===== src/rtl/reclk_pkg.sv =====
package reclk_pkg;

  typedef enum logic [1:0] {
    MK_DDR2  = 2'd0,
    MK_DDR3  = 2'd1,
    MK_GDDR3 = 2'd2,
    MK_NONE  = 2'd3
  } mem_kind_e;

  localparam int NCMD    = 7;
  localparam int CI_PRE  = 0;
  localparam int CI_REF  = 1;
  localparam int CI_MRS  = 2;
  localparam int CI_AOFF = 3;
  localparam int CI_AON  = 4;
  localparam int CI_SON  = 5;
  localparam int CI_SOFF = 6;

  localparam int DLL_RST_BIT = 8;

  typedef enum logic [4:0] {
    S_IDLE, S_LOAD,
    S_DOFF_PRE, S_DOFF_MRS,
    S_SR_PRE, S_SR_REF1, S_SR_REF2, S_SR_AOFF, S_SR_SON,
    S_CLK,
    S_EX_PRE, S_EX_SOFF, S_EX_AON,
    S_MR2, S_MR1, S_MR0,
    S_TIM,
    S_DR_SET, S_DR_CLR, S_DR_PRE,
    S_DONE, S_WAIT
  } step_e;

  function automatic logic kind_ok(logic [1:0] k);
    return k != MK_NONE;
  endfunction

  function automatic int dll_off_pos(logic [1:0] k);
    return (k == MK_GDDR3) ? 6 : 0;
  endfunction

  function automatic int lock_pick(logic [1:0] k, int t_ddr2, int t_ddr3, int t_gddr3);
    case (k)
      MK_DDR3:  return t_ddr3;
      MK_GDDR3: return t_gddr3;
      default:  return t_ddr2;
    endcase
  endfunction

endpackage


===== src/rtl/reclk_wait.sv =====
module reclk_wait #(
  parameter int CW = 8
) (
  input  logic          clk,
  input  logic          rst_n,
  input  logic          load_i,
  input  logic [CW-1:0] val_i,
  output logic          expired_o
);

  logic [CW-1:0] cnt_q;

  always_ff @(posedge clk) begin
    if (!rst_n)            cnt_q <= '0;
    else if (load_i)       cnt_q <= val_i;
    else if (cnt_q != '0)  cnt_q <= cnt_q - 1'b1;
  end

  assign expired_o = (cnt_q == '0);

  // a running wait loses exactly one count per cycle
  p_wait_step_r13: assert property (@(posedge clk) disable iff (!rst_n)
    (!load_i && cnt_q != '0) |=> (cnt_q == $past(cnt_q) - 1'b1));

endmodule


===== src/rtl/reclk_plan.sv =====
module reclk_plan
  import reclk_pkg::*;
#(
  parameter int MR_W = 16
) (
  input  logic            clk,
  input  logic            rst_n,
  input  logic            load_i,
  input  logic [1:0]      kind_i,
  input  logic [MR_W-1:0] cur0_i,
  input  logic [MR_W-1:0] cur1_i,
  input  logic [MR_W-1:0] cur2_i,
  input  logic [MR_W-1:0] tgt0_i,
  input  logic [MR_W-1:0] tgt1_i,
  input  logic [MR_W-1:0] tgt2_i,
  output logic [1:0]      kind_o,
  output logic            doff_o,
  output logic [2:0]      wr_o,
  output logic            dll_rst_o,
  output logic [MR_W-1:0] doff_data_o,
  output logic [MR_W-1:0] tgt0_o,
  output logic [MR_W-1:0] tgt1_o,
  output logic [MR_W-1:0] tgt2_o
);

  logic [1:0]      kind_q;
  logic [MR_W-1:0] cur_q [3];
  logic [MR_W-1:0] tgt_q [3];

  always_ff @(posedge clk) begin
    if (!rst_n) begin
      kind_q <= MK_DDR2;
      for (int i = 0; i < 3; i++) begin
        cur_q[i] <= '0;
        tgt_q[i] <= '0;
      end
    end else if (load_i) begin
      kind_q   <= kind_i;
      cur_q[0] <= cur0_i;
      cur_q[1] <= cur1_i;
      cur_q[2] <= cur2_i;
      tgt_q[0] <= tgt0_i;
      tgt_q[1] <= tgt1_i;
      tgt_q[2] <= tgt2_i;
    end
  end

  logic [MR_W-1:0] mask;
  logic [MR_W-1:0] cur2_eff;

  always_comb begin
    mask        = MR_W'(1) << dll_off_pos(kind_q);
    cur2_eff    = (kind_q == MK_DDR3) ? cur_q[2] : tgt_q[2];
    doff_o      = ((cur_q[1] & mask) == '0) && ((tgt_q[1] & mask) != '0);
    wr_o[2]     = (cur2_eff != tgt_q[2]);
    wr_o[1]     = (cur_q[1] != tgt_q[1]);
    wr_o[0]     = (cur_q[0] != tgt_q[0]);
    dll_rst_o   = ((tgt_q[1] & mask) == '0);
    doff_data_o = cur_q[1] | mask;
  end

  assign kind_o = kind_q;
  assign tgt0_o = tgt_q[0];
  assign tgt1_o = tgt_q[1];
  assign tgt2_o = tgt_q[2];

endmodule


===== src/rtl/dram_reclock_seq.sv =====
module dram_reclock_seq
  import reclk_pkg::*;
#(
  parameter int MR_W         = 16,
  parameter int T_MRD        = 1000,
  parameter int T_CKSRE      = 0,
  parameter int T_CKSRX      = 0,
  parameter int T_XS         = 0,
  parameter int T_DLLK_DDR2  = 2000,
  parameter int T_DLLK_DDR3  = 12000,
  parameter int T_DLLK_GDDR3 = 40000
) (
  input  logic            clk,
  input  logic            rst_n,
  input  logic            start_i,
  input  logic [1:0]      kind_i,
  input  logic [MR_W-1:0] cur_mr0_i,
  input  logic [MR_W-1:0] cur_mr1_i,
  input  logic [MR_W-1:0] cur_mr2_i,
  input  logic [MR_W-1:0] tgt_mr0_i,
  input  logic [MR_W-1:0] tgt_mr1_i,
  input  logic [MR_W-1:0] tgt_mr2_i,
  input  logic            clk_ack_i,
  input  logic            tim_ack_i,
  output logic [NCMD-1:0] cmd_o,
  output logic [1:0]      mrs_idx_o,
  output logic [MR_W-1:0] mrs_data_o,
  output logic            clk_req_o,
  output logic            tim_req_o,
  output logic            done_o,
  output logic            err_o
);

  localparam int LK_A   = (T_DLLK_DDR2 > T_DLLK_DDR3) ? T_DLLK_DDR2 : T_DLLK_DDR3;
  localparam int LK_MAX = (LK_A > T_DLLK_GDDR3) ? LK_A : T_DLLK_GDDR3;
  localparam int W_SUM  = T_MRD + LK_MAX + T_CKSRE + T_CKSRX + T_XS;
  localparam int CW     = $clog2(W_SUM + 2);

  step_e st_q, st_d, ret_q, ret_d, nat, succ;
  logic  err_q;

  // named internal events
  logic            load_plan;
  logic            adv;
  logic            wait_ld;
  logic [CW-1:0]   wait_val;
  logic [CW-1:0]   wv;
  logic            wait_done;

  logic [1:0]      kind_q;
  logic            doff, dll_rst;
  logic [2:0]      wr;
  logic [MR_W-1:0] doff_data, tgt0, tgt1, tgt2;

  function automatic logic [CW-1:0] wait_of(step_e s, logic [1:0] k);
    case (s)
      S_DOFF_MRS, S_MR2, S_MR1, S_MR0, S_DR_SET: return CW'(T_MRD);
      S_SR_SON: return CW'(T_CKSRE);
      S_CLK:    return CW'(T_CKSRX);
      S_EX_AON: return CW'(T_XS);
      S_DR_CLR: return CW'(T_MRD + lock_pick(k, T_DLLK_DDR2, T_DLLK_DDR3, T_DLLK_GDDR3));
      default:  return '0;
    endcase
  endfunction

  assign load_plan = (st_q == S_IDLE) && start_i && kind_ok(kind_i);

  reclk_plan #(.MR_W(MR_W)) u_plan (
    .clk         (clk),
    .rst_n       (rst_n),
    .load_i      (load_plan),
    .kind_i      (kind_i),
    .cur0_i      (cur_mr0_i),
    .cur1_i      (cur_mr1_i),
    .cur2_i      (cur_mr2_i),
    .tgt0_i      (tgt_mr0_i),
    .tgt1_i      (tgt_mr1_i),
    .tgt2_i      (tgt_mr2_i),
    .kind_o      (kind_q),
    .doff_o      (doff),
    .wr_o        (wr),
    .dll_rst_o   (dll_rst),
    .doff_data_o (doff_data),
    .tgt0_o      (tgt0),
    .tgt1_o      (tgt1),
    .tgt2_o      (tgt2)
  );

  reclk_wait #(.CW(CW)) u_wait (
    .clk       (clk),
    .rst_n     (rst_n),
    .load_i    (wait_ld),
    .val_i     (wait_val),
    .expired_o (wait_done)
  );

  // natural successor, then skip the conditional steps that are not needed
  always_comb begin
    case (st_q)
      S_LOAD:     nat = S_DOFF_PRE;
      S_DOFF_PRE: nat = S_DOFF_MRS;
      S_DOFF_MRS: nat = S_SR_PRE;
      S_SR_PRE:   nat = S_SR_REF1;
      S_SR_REF1:  nat = S_SR_REF2;
      S_SR_REF2:  nat = S_SR_AOFF;
      S_SR_AOFF:  nat = S_SR_SON;
      S_SR_SON:   nat = S_CLK;
      S_CLK:      nat = S_EX_PRE;
      S_EX_PRE:   nat = S_EX_SOFF;
      S_EX_SOFF:  nat = S_EX_AON;
      S_EX_AON:   nat = S_MR2;
      S_MR2:      nat = S_MR1;
      S_MR1:      nat = S_MR0;
      S_MR0:      nat = S_TIM;
      S_TIM:      nat = S_DR_SET;
      S_DR_SET:   nat = S_DR_CLR;
      S_DR_CLR:   nat = S_DR_PRE;
      default:    nat = S_DONE;
    endcase
    succ = nat;
    if (succ == S_DOFF_PRE && !doff)               succ = S_SR_PRE;
    if (succ == S_MR2 && !wr[2])                   succ = S_MR1;
    if (succ == S_MR1 && !wr[1])                   succ = S_MR0;
    if (succ == S_MR0 && !wr[0])                   succ = S_TIM;
    if (succ == S_DR_SET && !dll_rst)              succ = S_DONE;
    if (succ == S_DR_PRE && kind_q != MK_GDDR3)    succ = S_DONE;
  end

  always_comb begin
    st_d     = st_q;
    ret_d    = ret_q;
    wait_ld  = 1'b0;
    wait_val = '0;
    wv       = wait_of(st_q, kind_q);
    adv      = 1'b0;
    case (st_q)
      S_IDLE: if (load_plan) st_d = S_LOAD;
      S_WAIT: if (wait_done) st_d = ret_q;
      S_DONE: st_d = S_IDLE;
      S_CLK:  adv = clk_ack_i;
      S_TIM:  adv = tim_ack_i;
      default: adv = 1'b1;
    endcase
    if (adv) begin
      if (wv == '0) begin
        st_d = succ;
      end else begin
        wait_ld  = 1'b1;
        wait_val = wv - 1'b1;
        st_d     = S_WAIT;
        ret_d    = succ;
      end
    end
  end

  always_ff @(posedge clk) begin
    if (!rst_n) begin
      st_q  <= S_IDLE;
      ret_q <= S_IDLE;
      err_q <= 1'b0;
    end else begin
      st_q  <= st_d;
      ret_q <= ret_d;
      err_q <= (st_q == S_IDLE) && start_i && !kind_ok(kind_i);
    end
  end

  always_comb begin
    cmd_o      = '0;
    mrs_idx_o  = 2'd0;
    mrs_data_o = '0;
    case (st_q)
      S_DOFF_PRE, S_SR_PRE, S_EX_PRE, S_DR_PRE: cmd_o[CI_PRE] = 1'b1;
      S_SR_REF1, S_SR_REF2: cmd_o[CI_REF]  = 1'b1;
      S_SR_AOFF:            cmd_o[CI_AOFF] = 1'b1;
      S_SR_SON:             cmd_o[CI_SON]  = 1'b1;
      S_EX_SOFF:            cmd_o[CI_SOFF] = 1'b1;
      S_EX_AON:             cmd_o[CI_AON]  = 1'b1;
      S_DOFF_MRS: begin cmd_o[CI_MRS] = 1'b1; mrs_idx_o = 2'd1; mrs_data_o = doff_data; end
      S_MR2:      begin cmd_o[CI_MRS] = 1'b1; mrs_idx_o = 2'd2; mrs_data_o = tgt2; end
      S_MR1:      begin cmd_o[CI_MRS] = 1'b1; mrs_idx_o = 2'd1; mrs_data_o = tgt1; end
      S_MR0:      begin cmd_o[CI_MRS] = 1'b1; mrs_idx_o = 2'd0; mrs_data_o = tgt0; end
      S_DR_SET: begin
        cmd_o[CI_MRS] = 1'b1;
        mrs_data_o    = tgt0 | (MR_W'(1) << DLL_RST_BIT);
      end
      S_DR_CLR:   begin cmd_o[CI_MRS] = 1'b1; mrs_data_o = tgt0; end
      default: ;
    endcase
  end

  assign clk_req_o = (st_q == S_CLK);
  assign tim_req_o = (st_q == S_TIM);
  assign done_o    = (st_q == S_DONE);
  assign err_o     = err_q;

  // never two strobes or requests at once
  p_onehot_r14: assert property (@(posedge clk) disable iff (!rst_n)
    $onehot0({cmd_o, clk_req_o, tim_req_o, done_o, err_o}));

  // an error pulse is not followed by any device activity
  p_err_quiet_r2: assert property (@(posedge clk) disable iff (!rst_n)
    err_o |=> (cmd_o == '0 && !clk_req_o && !tim_req_o));

  // clock-change request holds until acknowledged
  p_clk_hold_r5: assert property (@(posedge clk) disable iff (!rst_n)
    (clk_req_o && !clk_ack_i) |=> clk_req_o);

  // timing-update request holds until acknowledged
  p_tim_hold_r8: assert property (@(posedge clk) disable iff (!rst_n)
    (tim_req_o && !tim_ack_i) |=> tim_req_o);

  // only registers 0..2 are ever written
  p_mr_idx_r6: assert property (@(posedge clk) disable iff (!rst_n)
    cmd_o[CI_MRS] |-> (mrs_idx_o != 2'd3));

  // MR2 writes only happen for DDR3
  p_mr2_ddr3_r7: assert property (@(posedge clk) disable iff (!rst_n)
    (cmd_o[CI_MRS] && mrs_idx_o == 2'd2) |-> (kind_q == MK_DDR3));

  // done is a single-cycle pulse
  p_done_pulse_r11: assert property (@(posedge clk) disable iff (!rst_n)
    done_o |=> !done_o);

  // a start while busy never restarts the sequence
  p_start_busy_r12: assert property (@(posedge clk) disable iff (!rst_n)
    (st_q != S_IDLE && start_i) |=> (st_q != S_LOAD));

endmodule


===== config.mk =====
export PLATFORM = sky130hd
export DESIGN_NAME = dram_reclock_seq
export DESIGN_NICKNAME = d
export VERILOG_FILES = /design/src/rtl/reclk_pkg.sv /design/src/rtl/reclk_wait.sv /design/src/rtl/reclk_plan.sv /design/src/rtl/dram_reclock_seq.sv
export SDC_FILE = /design/constraint.sdc
export NUM_CORES = 1
export LEC_CHECK = 0
export CAP_MARGIN = 10
export CORE_UTILIZATION = 52
export CTS_CLUSTER_DIAMETER = 60
export DETAILED_ROUTE_END_ITERATION = 16
export PLACE_DENSITY = 0.81
export SYNTH_ARGS = -nofsm -noshare
export SYNTH_HDL_FRONTEND = slang
export SYNTH_SLANG_ARGS = --single-unit

===== constraint.sdc =====
create_clock -name clk -period 4.7 [get_ports clk]
set_clock_uncertainty 0.2 [all_clocks]
set_input_delay 1.175 -clock clk [delete_from_list [all_inputs] [get_ports clk]]
set_output_delay 1.175 -clock clk [all_outputs]
set_load 0.05 [all_outputs]

; ---- Word-level counts from Yosys, hierarchy flattened
; Memories as Yosys holds them, arrays and structs flattened. A register that Yosys moved wholly into a read port is not among the register bits.
; Cells that the tools add are included.
[word_totals]
register_bits = 29
n_memories = 3
romBits = 160
inputBits = 103
output_inout_bits = 29
ramBits = 96
elab_cells = 135
[mem_list]
columns = memory, words, word_bits, rd, rd_ports_with_merged_regs, wr, line
row1 = (name not given), 32, 5, 1, 1, 0, dram_reclock_seq.sv:99  ; case (st_q)
row2 = u_plan.cur_q, 3, 16, 3, 0, 3, reclk_plan.sv:27  ; logic [MR_W-1:0] cur_q [3];
row3 = u_plan.tgt_q, 3, 16, 3, 0, 3, reclk_plan.sv:28  ; logic [MR_W-1:0] tgt_q [3];
[classes]
n_bitwise = 10
n_reduce_logical = 34
n_eq_ne = 35
mux = 44
shift = 1
add_sub_neg = 3
[op_table]
columns = cell, count
row1 = $mux 16, 12
row2 = $pmux 16 s5, 1
row3 = $logic_not 16->1, 4
row4 = $pmux 16 s2, 2
row5 = $mux 5, 12
row6 = $eq 5x4->1 const B, 11
row7 = $ne 16x16->1, 3
row8 = $eq 5x5->1 const B, 8
row9 = $and 16x16->16, 2
row10 = $reduce_bool 16->1, 2
row11 = $shl 1x32->16 const A, 1
row12 = $sub 16x1->16 const B, 2
row13 = $eq 5x3->1 const B, 4
row14 = $add 11x16->16 const A, 1
row15 = $or 16x16->16, 1
row16 = $eq 5x2->1 const B, 3
row17 = $pmux 5 s3, 1
row18 = $mux 1, 13
row19 = $logic_and 1x1->1, 10
row20 = $logic_not 1->1, 6
row21 = $or 1x1->1, 6
row22 = $reduce_or 2->1, 3
row23 = $reduce_or 6->1, 1
row24 = $logic_not 5->1, 1
row25 = other kinds (16), 17

; ---- Longest topological paths before layout
; Gate-level depths: netlist of the first run.
[logic_depth]
word_depth = 28
depth_mapped = 15
mapped_depth_nobuf = 14

; ---- Cells and area by module
; From an unflattened synthesis of the first run, not the netlist that was laid out.
[hier_totals]
hier_cells = 682
hier_area_um2 = 7194.4
[by_module_without_submodules]
columns = mod, instances, area_each_um2, cells_per_inst, seq_area_each_um2
row1 = reclk_plan, 1, 4364.2, 306, 2922.8
row2 = dram_reclock_seq, 1, 1916.8, 264, 320.3
row3 = reclk_wait, 1, 913.4, 112, 320.3

; ---- Least setup slack after synthesis of the first run
; No wires, ideal clock.
[synth_path]
kind = input -> register
from = in rst_n
to = mem u_plan.cur_q[0][0] (enable)
stages = 4
required_time_ns = 4.049
t_arrival_ns = 3.463
path_buffers = 1
setup_slack_ns = 0.586
setup_time_ns = 0.451
path_cell_list = clkbuf_1 > clkinv_1 > a41oi_1 > inv_1
[synth_lines]
columns = item, line
row1 = from (decl), dram_reclock_seq.sv:14  ; input logic rst_n,
row2 = to (decl), reclk_plan.sv:27

; ---- Final worst setup path of the first run
[layout_path]
from = reg st_q[0]
to = out mrs_data_o[1]
[layout_between]
elab_chain_cells = 3
elab_cells_between_ends = 8
cone_classes = eq/ne (6) / mux (1) / reduce/logical (1)
[layout_lines]
columns = item, line
row1 = from (decl), dram_reclock_seq.sv:39  ; step_e st_q, st_d, ret_q, ret_d, nat, succ;
row2 = from (signal assigned), dram_reclock_seq.sv:162  ; st_q <= st_d;
row3 = $eq 5x5->1 or $eq 5x4->1 (tied branches), dram_reclock_seq.sv:172  ; case (st_q)
row4 = $reduce_or 2->1 (no source line), -
row5 = $pmux 16 s5 *, dram_reclock_seq.sv:172
row6 = to (decl), dram_reclock_seq.sv:27  ; output logic [MR_W-1:0] mrs_data_o,
; Mark *: on every way between the ends. The rest lies on a longest branch, timed or not.

==> impl_metrics.json, run 1 <==
{
  "leakage_nw": 3.49,
  "slew_headroom": 0.532,
  "root_buffer": "clkbuf_16",
  "drc_errors": 0,
  "maxCapViolCount": 0,
  "clkTransAtPathRegs_ns": 0.05,
  "numCtsBuffers": 17,
  "core-area_sq_um": 12700,
  "crit_path_frequent_cell": "nand2_1",
  "syn2layout_area_growth_pct": 31.3,
  "rsz0062_at_grt": "no",
  "period_share": 0.951,
  "synth_seq_area_share": 0.524,
  "fin_setup_tns_ns": 0,
  "hold_class": "flip-flop to flip-flop",
  "outcome": "complete, no violations",
  "portBuffers": 131,
  "critPathCaptureType": "primary output",
  "worst_path_largest_cell_delay_ns": 0.81,
  "crit_fanout": 15,
  "synth_enable_flop_cells": 96,
  "antenna_cells": 0,
  "ys_ff_latch": 130,
  "start_kind": "flip-flop",
  "dieArea_sq_um": 13500,
  "async_reset_ff_frac": 0,
  "cts_resized": 0,
  "drt-total-wl_mm": 17.3,
  "ir_drop_mv": 0.290,
  "grt_max_degree": 99,
  "worstHoldStart": "ret_q[2]",
  "slew_violations": 0,
  "clockBufferDepth": 2,
  "synth_nets": 761,
  "dr.pass1.iters": 6,
  "die_w_um": 116,
  "final_net_count": 895,
  "met1_usage": 0.329,
  "reg2regPathDepth": 14,
  "max_freq_mhz": 224,
  "timing.rr.end": "nat[2]",
  "final_common_cell": "clkdlybuf4s50_1",
  "antenna_found_initial": 0,
  "synth_area_sq_um": 6800,
  "slowest_stage": "clkdlybuf4s50_1",
  "avgSynthCellArea_sq_um": 10.6,
  "p_per_area_nw_per_um2": 551,
  "cp_cell_sequence": "nor2b_1 > nor2_1 > or2_1 > o21ai_1 > buf_4 > nand2_1 > nand2_1 > clkdlybuf4s50_1",
  "vias_per_cell": 5.60,
  "min_period_ns": 4.47,
  "synth_warnings": 0,
  "path_delay_family": "buffers and inverters",
  "hold_depth": 2,
  "setup-violations-final": 0,
  "grt_pass1_wl_mm": 26.8,
  "met3_usage": 0.0586,
  "synth-main-ff-cell": "edfxtp_1",
  "cts.sinks": 130,
  "power_mw": 4.92,
  "initial_utilization": 0.537,
  "ant_nets": 0,
  "h-tree-depth": 4,
  "synthCells": 644,
  "place.gp.congestion": 0.947,
  "worstReg2RegStart": "st_q[0]",
  "cts_hold_buf": 0,
  "ioPinCount": 132,
  "grt_busiest_layer": "met2",
  "final_cell_mix": "clkdlybuf4s50_1, and2_1, edfxtp_1",
  "met2_usage": 0.463,
  "drt_iter0_markers": 474,
  "cts_setup_buffers": 0,
  "first_global_vias": 5331,
  "critPathKind": "flip-flop to primary output",
  "dp_hpwl_mm": 12.7,
  "avgRoutedWirePerCell_um": 17.9,
  "r2r_setup_slack_ns": 0.93,
  "tightest_slew_ns": 0.700,
  "via_count": 5388,
  "min_to": "ret_q[2]",
  "grt_usage": 0.270,
  "crit_required_ns": 3.32,
  "drive_gt1_frac": 0.0834,
  "hold_violations": 0,
  "yosys.area.top_type_share": 0.424,
  "yosysUniqueCellTypes": 69,
  "std_cell_rows": 41,
  "crit_buf_inv": 2,
  "synth_top_area_cell": "edfxtp_1",
  "critPathArrivalTime_ns": 3.09,
  "cts_tree": "yes",
  "overflow": 0,
  "die_h_um": 116,
  "clk_latency_ns": 0.42,
  "synthTopCellsByArea": "edfxtp_1, dfxtp_1, and2_1"
}
-- sequential cells by signal (all words and copies together), names as in the netlist --
register / cells
st_q: 5
ret_q: 5
err_o: 1
nat: 5
u_plan.kind_o: 2
u_plan.cur_q: 48
u_plan.tgt_q: 48
u_wait.cnt_q: 16
-- power breakdown --
group / internal (mW) / total [mW] / switching (mW)
clock network: 0.832 / 1.32 / 0.490
logic: 0.766 / 1.76 / 0.995
registers: 1.57 / 1.84 / 0.269
-- synthesized netlist by cell type (all sizes together), types with 2 or more instances --
library cell  instances
a211o                 2
a211oi                5
a21boi                2
a21o                  4
a21oi                19
a221oi                2
a222oi               15
a22oi                 2
a31oi                 5
and2                102
and3                  7
buf                   6
clkbuf               23
dfxtp                34
edfxtp               96
ha                   14
inv                  15
nand2                56
nand2b                3
nand3                 9
nand3b                3
nand4                 8
nor2                 48
nor2b                 6
nor3                 14
nor3b                 2
nor4                  9
nor4b                 3
o211ai                2
o21a                  4
o21ai                24
o22ai                 2
o31a                  3
o31ai                 2
or2                   8
or3                   5
or3b                  2
or4                   4
or4b                  3
xnor2                33
xor2                 24
-- metrics by stage --
stage	hold WS [ns]	cell area, sq um	setup WS, ns	utilization	std cells
5_1_grt	0.278	8930	0.0333	0.705	963
6_report	0.270	8930	0.232	0.705	963
2_1_floorplan	0.232	6800	0.586	-	644
3_3_place_gp	0.246	8340	0.589	0.658	931
4_1_cts	0.267	8930	0.233	0.705	963
3_5_place_dp	0.259	8340	0.437	0.658	931
-- tightest hold or removal path, stage by stage, from the launching register on --
cell and delay (ns):
dfxtp_1 0.31, nand2_1 0.05, a21oi_1 0.05
-- kinds of logic (layout without fill, tap and decap cells) --
| logic type | after synthesis | count (layout) | share of synthesized area |
|---|---|---|---|
| flops | 130 | 130 | 0.524 |
| xor+xnor | 57 | 57 | 0.0734 |
| fa+ha+maj | 14 | 14 | 0.0257 |
| mux | 2 | 2 | 0.00313 |
| buf+inv | 45 | 192 | 0.0265 |
| simple gates | 293 | 293 | 0.236 |
| compound gates | 103 | 103 | 0.111 |
-- per-layer routing --
metal / vias up / wire length, um
li1: 2573 / -
met1: 2535 / 6770
met2: 246 / 8740
met3: 34 / 1280
met4: 0 / 459
met5: - / 0
-- cell type report --
class                      count  area (sq um)
clock buffer                  19           433
clock inverter                13           160
fill                         875          3740
inverter                      16          61.3
multi-input combinational    469          3080
sequential                   130          3560
tap                          172           215
timing repair buffer         144          1420
-- worst max-delay path by stage --
stage               cells past startpoint                  to    start
floorplan                               4  u_plan.cur_q[0][0]    rst_n
global placement                       11              nat[4]  start_i
detailed placement                     12              nat[2]  start_i
CTS                                     8       mrs_data_o[6]  st_q[0]
global route                            8       mrs_data_o[6]  st_q[0]
finish                                  8       mrs_data_o[1]  st_q[0]
Note: power is estimated with default switching activity, not from simulation.
==> run 2: changes to the inputs <==
--- a/config.mk
+++ b/config.mk
@@ -6,10 +6,10 @@
 export NUM_CORES = 1
 export LEC_CHECK = 0
 export CAP_MARGIN = 10
-export CORE_UTILIZATION = 52
+export CORE_UTILIZATION = 47
 export CTS_CLUSTER_DIAMETER = 60
 export DETAILED_ROUTE_END_ITERATION = 16
-export PLACE_DENSITY = 0.81
+export PLACE_DENSITY = 0.77
 export SYNTH_ARGS = -nofsm -noshare
 export SYNTH_HDL_FRONTEND = slang
 export SYNTH_SLANG_ARGS = --single-unit
==> constraint.sdc (replaced) <==
create_clock -name clk -period 4.1 [get_ports clk]
set_clock_uncertainty 0.2 [all_clocks]
set_input_delay 1.025 -clock clk [delete_from_list [all_inputs] [get_ports clk]]
set_output_delay 1.025 -clock clk [all_outputs]
set_load 0.05 [all_outputs]
==> run 2 against run 1 <==
  * Flip-flop and latch count unchanged
  * Global-route usage decreased by 2.9 points
  * Wire length about the same
  * Clock power increased by 8%
  * Non-clock buffer count increased by 3
  * Critical path type unchanged
  * Largest power group unchanged
==> impl_metrics.json, run 2 (same netlist as run 1, synthesis figures left out) <==
{
  "place.gp.congestion": 0.890,
  "power_mw": 5.57,
  "r2r_setup_slack_ns": 0.48,
  "placed_cells": 942,
  "dp_hpwl_mm": 12.9,
  "first_global_vias": 5212,
  "drive_gt1_frac": 0.106,
  "swShare": 0.353,
  "ir_drop_mv": 0.353,
  "fillers": 1107,
  "layout.cells.non_filler": 973,
  "worstHoldStart": "ret_q[2]",
  "via_count": 5359,
  "die_w_um": 122,
  "outcome": "complete, no violations",
  "p_switching_mw": 1.97,
  "seqPwrFrac": 0.375,
  "cts_hold_buf": 0,
  "slew_headroom": 0.522,
  "critPathArrivalTime_ns": 2.73,
  "core-area_sq_um": 14000,
  "slew_violations": 0,
  "std_cell_rows": 43,
  "post-place-ws_ns": 0.0624,
  "antenna_cells": 0,
  "h-tree-depth": 4,
  "timing.rr.end": "nat[2]",
  "max_freq_mhz": 253,
  "clkTransAtPathRegs_ns": 0.06,
  "portBuffers": 131,
  "drc_errors": 0,
  "p_per_area_nw_per_um2": 615,
  "drt_iter0_markers": 490,
  "ant_nets": 0,
  "reg_top3": "u_plan.cur_q x48, u_plan.tgt_q x48, u_wait.cnt_q x16",
  "drt-total-wl_mm": 17.2,
  "grt_pass1_wl_mm": 26.6,
  "die_h_um": 122,
  "cp_cell_sequence": "nor2b_1 > nor2_1 > or2_1 > o21ai_1 > buf_4 > a222oi_1 > nand2_1 > buf_12",
  "ioPinCount": 132,
  "placed_area_sq_um": 8500,
  "tightest_slew_ns": 0.716,
  "fin_ws_ns": 0.144,
  "start_kind": "flip-flop",
  "hold_depth": 2,
  "critPathCaptureType": "primary output",
  "fin_util": 0.647,
  "worst_path_largest_cell_delay_ns": 0.63,
  "rsz0062_at_grt": "no",
  "final-seq-area_sq_um": 3560,
  "cts_tree": "yes",
  "final_area_sq_um": 9050,
  "dr.pass1.iters": 5,
  "hold_class": "flip-flop to flip-flop",
  "vias_per_cell": 5.51,
  "critPathKind": "flip-flop to primary output",
  "setup-violations-final": 0,
  "leakage_nw": 3.57,
  "crit_fanout": 14,
  "numCtsBuffers": 17,
  "cts.sinks": 130,
  "syn2layout_area_growth_pct": 33.1,
  "fin_setup_tns_ns": 0,
  "hold_slack_ns": 0.259,
  "avgRoutedWirePerCell_um": 17.7,
  "clockBufferDepth": 2,
  "min_period_ns": 3.96,
  "clk_latency_ns": 0.42,
  "root_buffer": "clkbuf_16",
  "initial_utilization": 0.486,
  "grt_usage": 0.241,
  "p_comb_frac": 0.369,
  "dieArea_sq_um": 15000,
  "antenna_found_initial": 0,
  "maxCapViolCount": 0,
  "final_common_cell": "clkdlybuf4s50_1",
  "hold_violations": 0,
  "grt_max_degree": 99,
  "cts_setup_buffers": 0,
  "multi_input_area_sq_um": 3080,
  "slowest_stage": "dfxtp_1",
  "worstReg2RegStart": "u_plan.kind_o[0]",
  "final_net_count": 898,
  "cts_resized": 0,
  "final_cell_mix": "clkdlybuf4s50_1, and2_1, edfxtp_1",
  "overflow": 0,
  "period_share": 0.965,
  "min_to": "ret_q[2]",
  "p_int_mw": 3.61,
  "reg2regPathDepth": 14,
  "crit_required_ns": 2.87,
  "pwr-share-clk": 0.256
}
run 2: cell types whose count changed in the layout (fill, tap and decap cells not counted), sizes merged:
cell,previous run,this run
inv,16,14
clkinv,6,8
bufinv,3,2
buf,14,34
clkinvlp,4,3
clkdlybuf4s50,130,113
clkbuf,19,20
run 2: critical path: cells and delay by family (launching register included):
family | cells | cell delay [ns]
buffers and inverters | 2 | 0.43
flip-flops | 1 | 0.63
AND/OR/NAND/NOR | 4 | 0.85
AO/OA/AOI/OAI | 2 | 0.39
run 2: per-layer routing:
| layer | vias to the layer above | global-route usage | routed length [um] |
|---|---|---|---|
| met2 | 209 | 0.402 | 8510 |
| met1 | 2531 | 0.291 | 7190 |
| met4 | 0 | 0.105 | 516 |
| met3 | 37 | 0.0669 | 1010 |
| li1 | 2582 | - | - |
| met5 | - | 0 | 0 |
run 2: area by class of cell:
cell class / instances / share of cell area
inverters: 16 / 0.00677
well taps: 180 / 0.0249
repair buffers: 147 / 0.174
multi-input cells: 469 / 0.340
flip-flops and latches: 130 / 0.394
clock buffers: 20 / 0.0482
clock inverters: 11 / 0.0127
run 2: power by group through the flow:
stage               clock network (mW)  logic (mW)  registers, mW
floorplan                            0        1.52           2.00
global placement                     0        1.99           2.09
detailed placement                   0        2.04           2.11
CTS                               1.45        2.05           2.08
global route                      1.50        2.26           2.13
finish                            1.43        2.06           2.09
run 2: worst max path at each step:
stage                  from                 end  slack (ns)  depth (start not counted)
CTS                 st_q[2]        mrs_idx_o[1]        0.19                          3
global placement    start_i              nat[4]        0.10                         11
finish              st_q[1]       mrs_data_o[6]        0.14                          8
global route        st_q[1]       mrs_data_o[6]       0.008                          8
floorplan             rst_n  u_plan.cur_q[0][0]        0.14                          4
detailed placement  start_i              nat[4]        0.06                         11
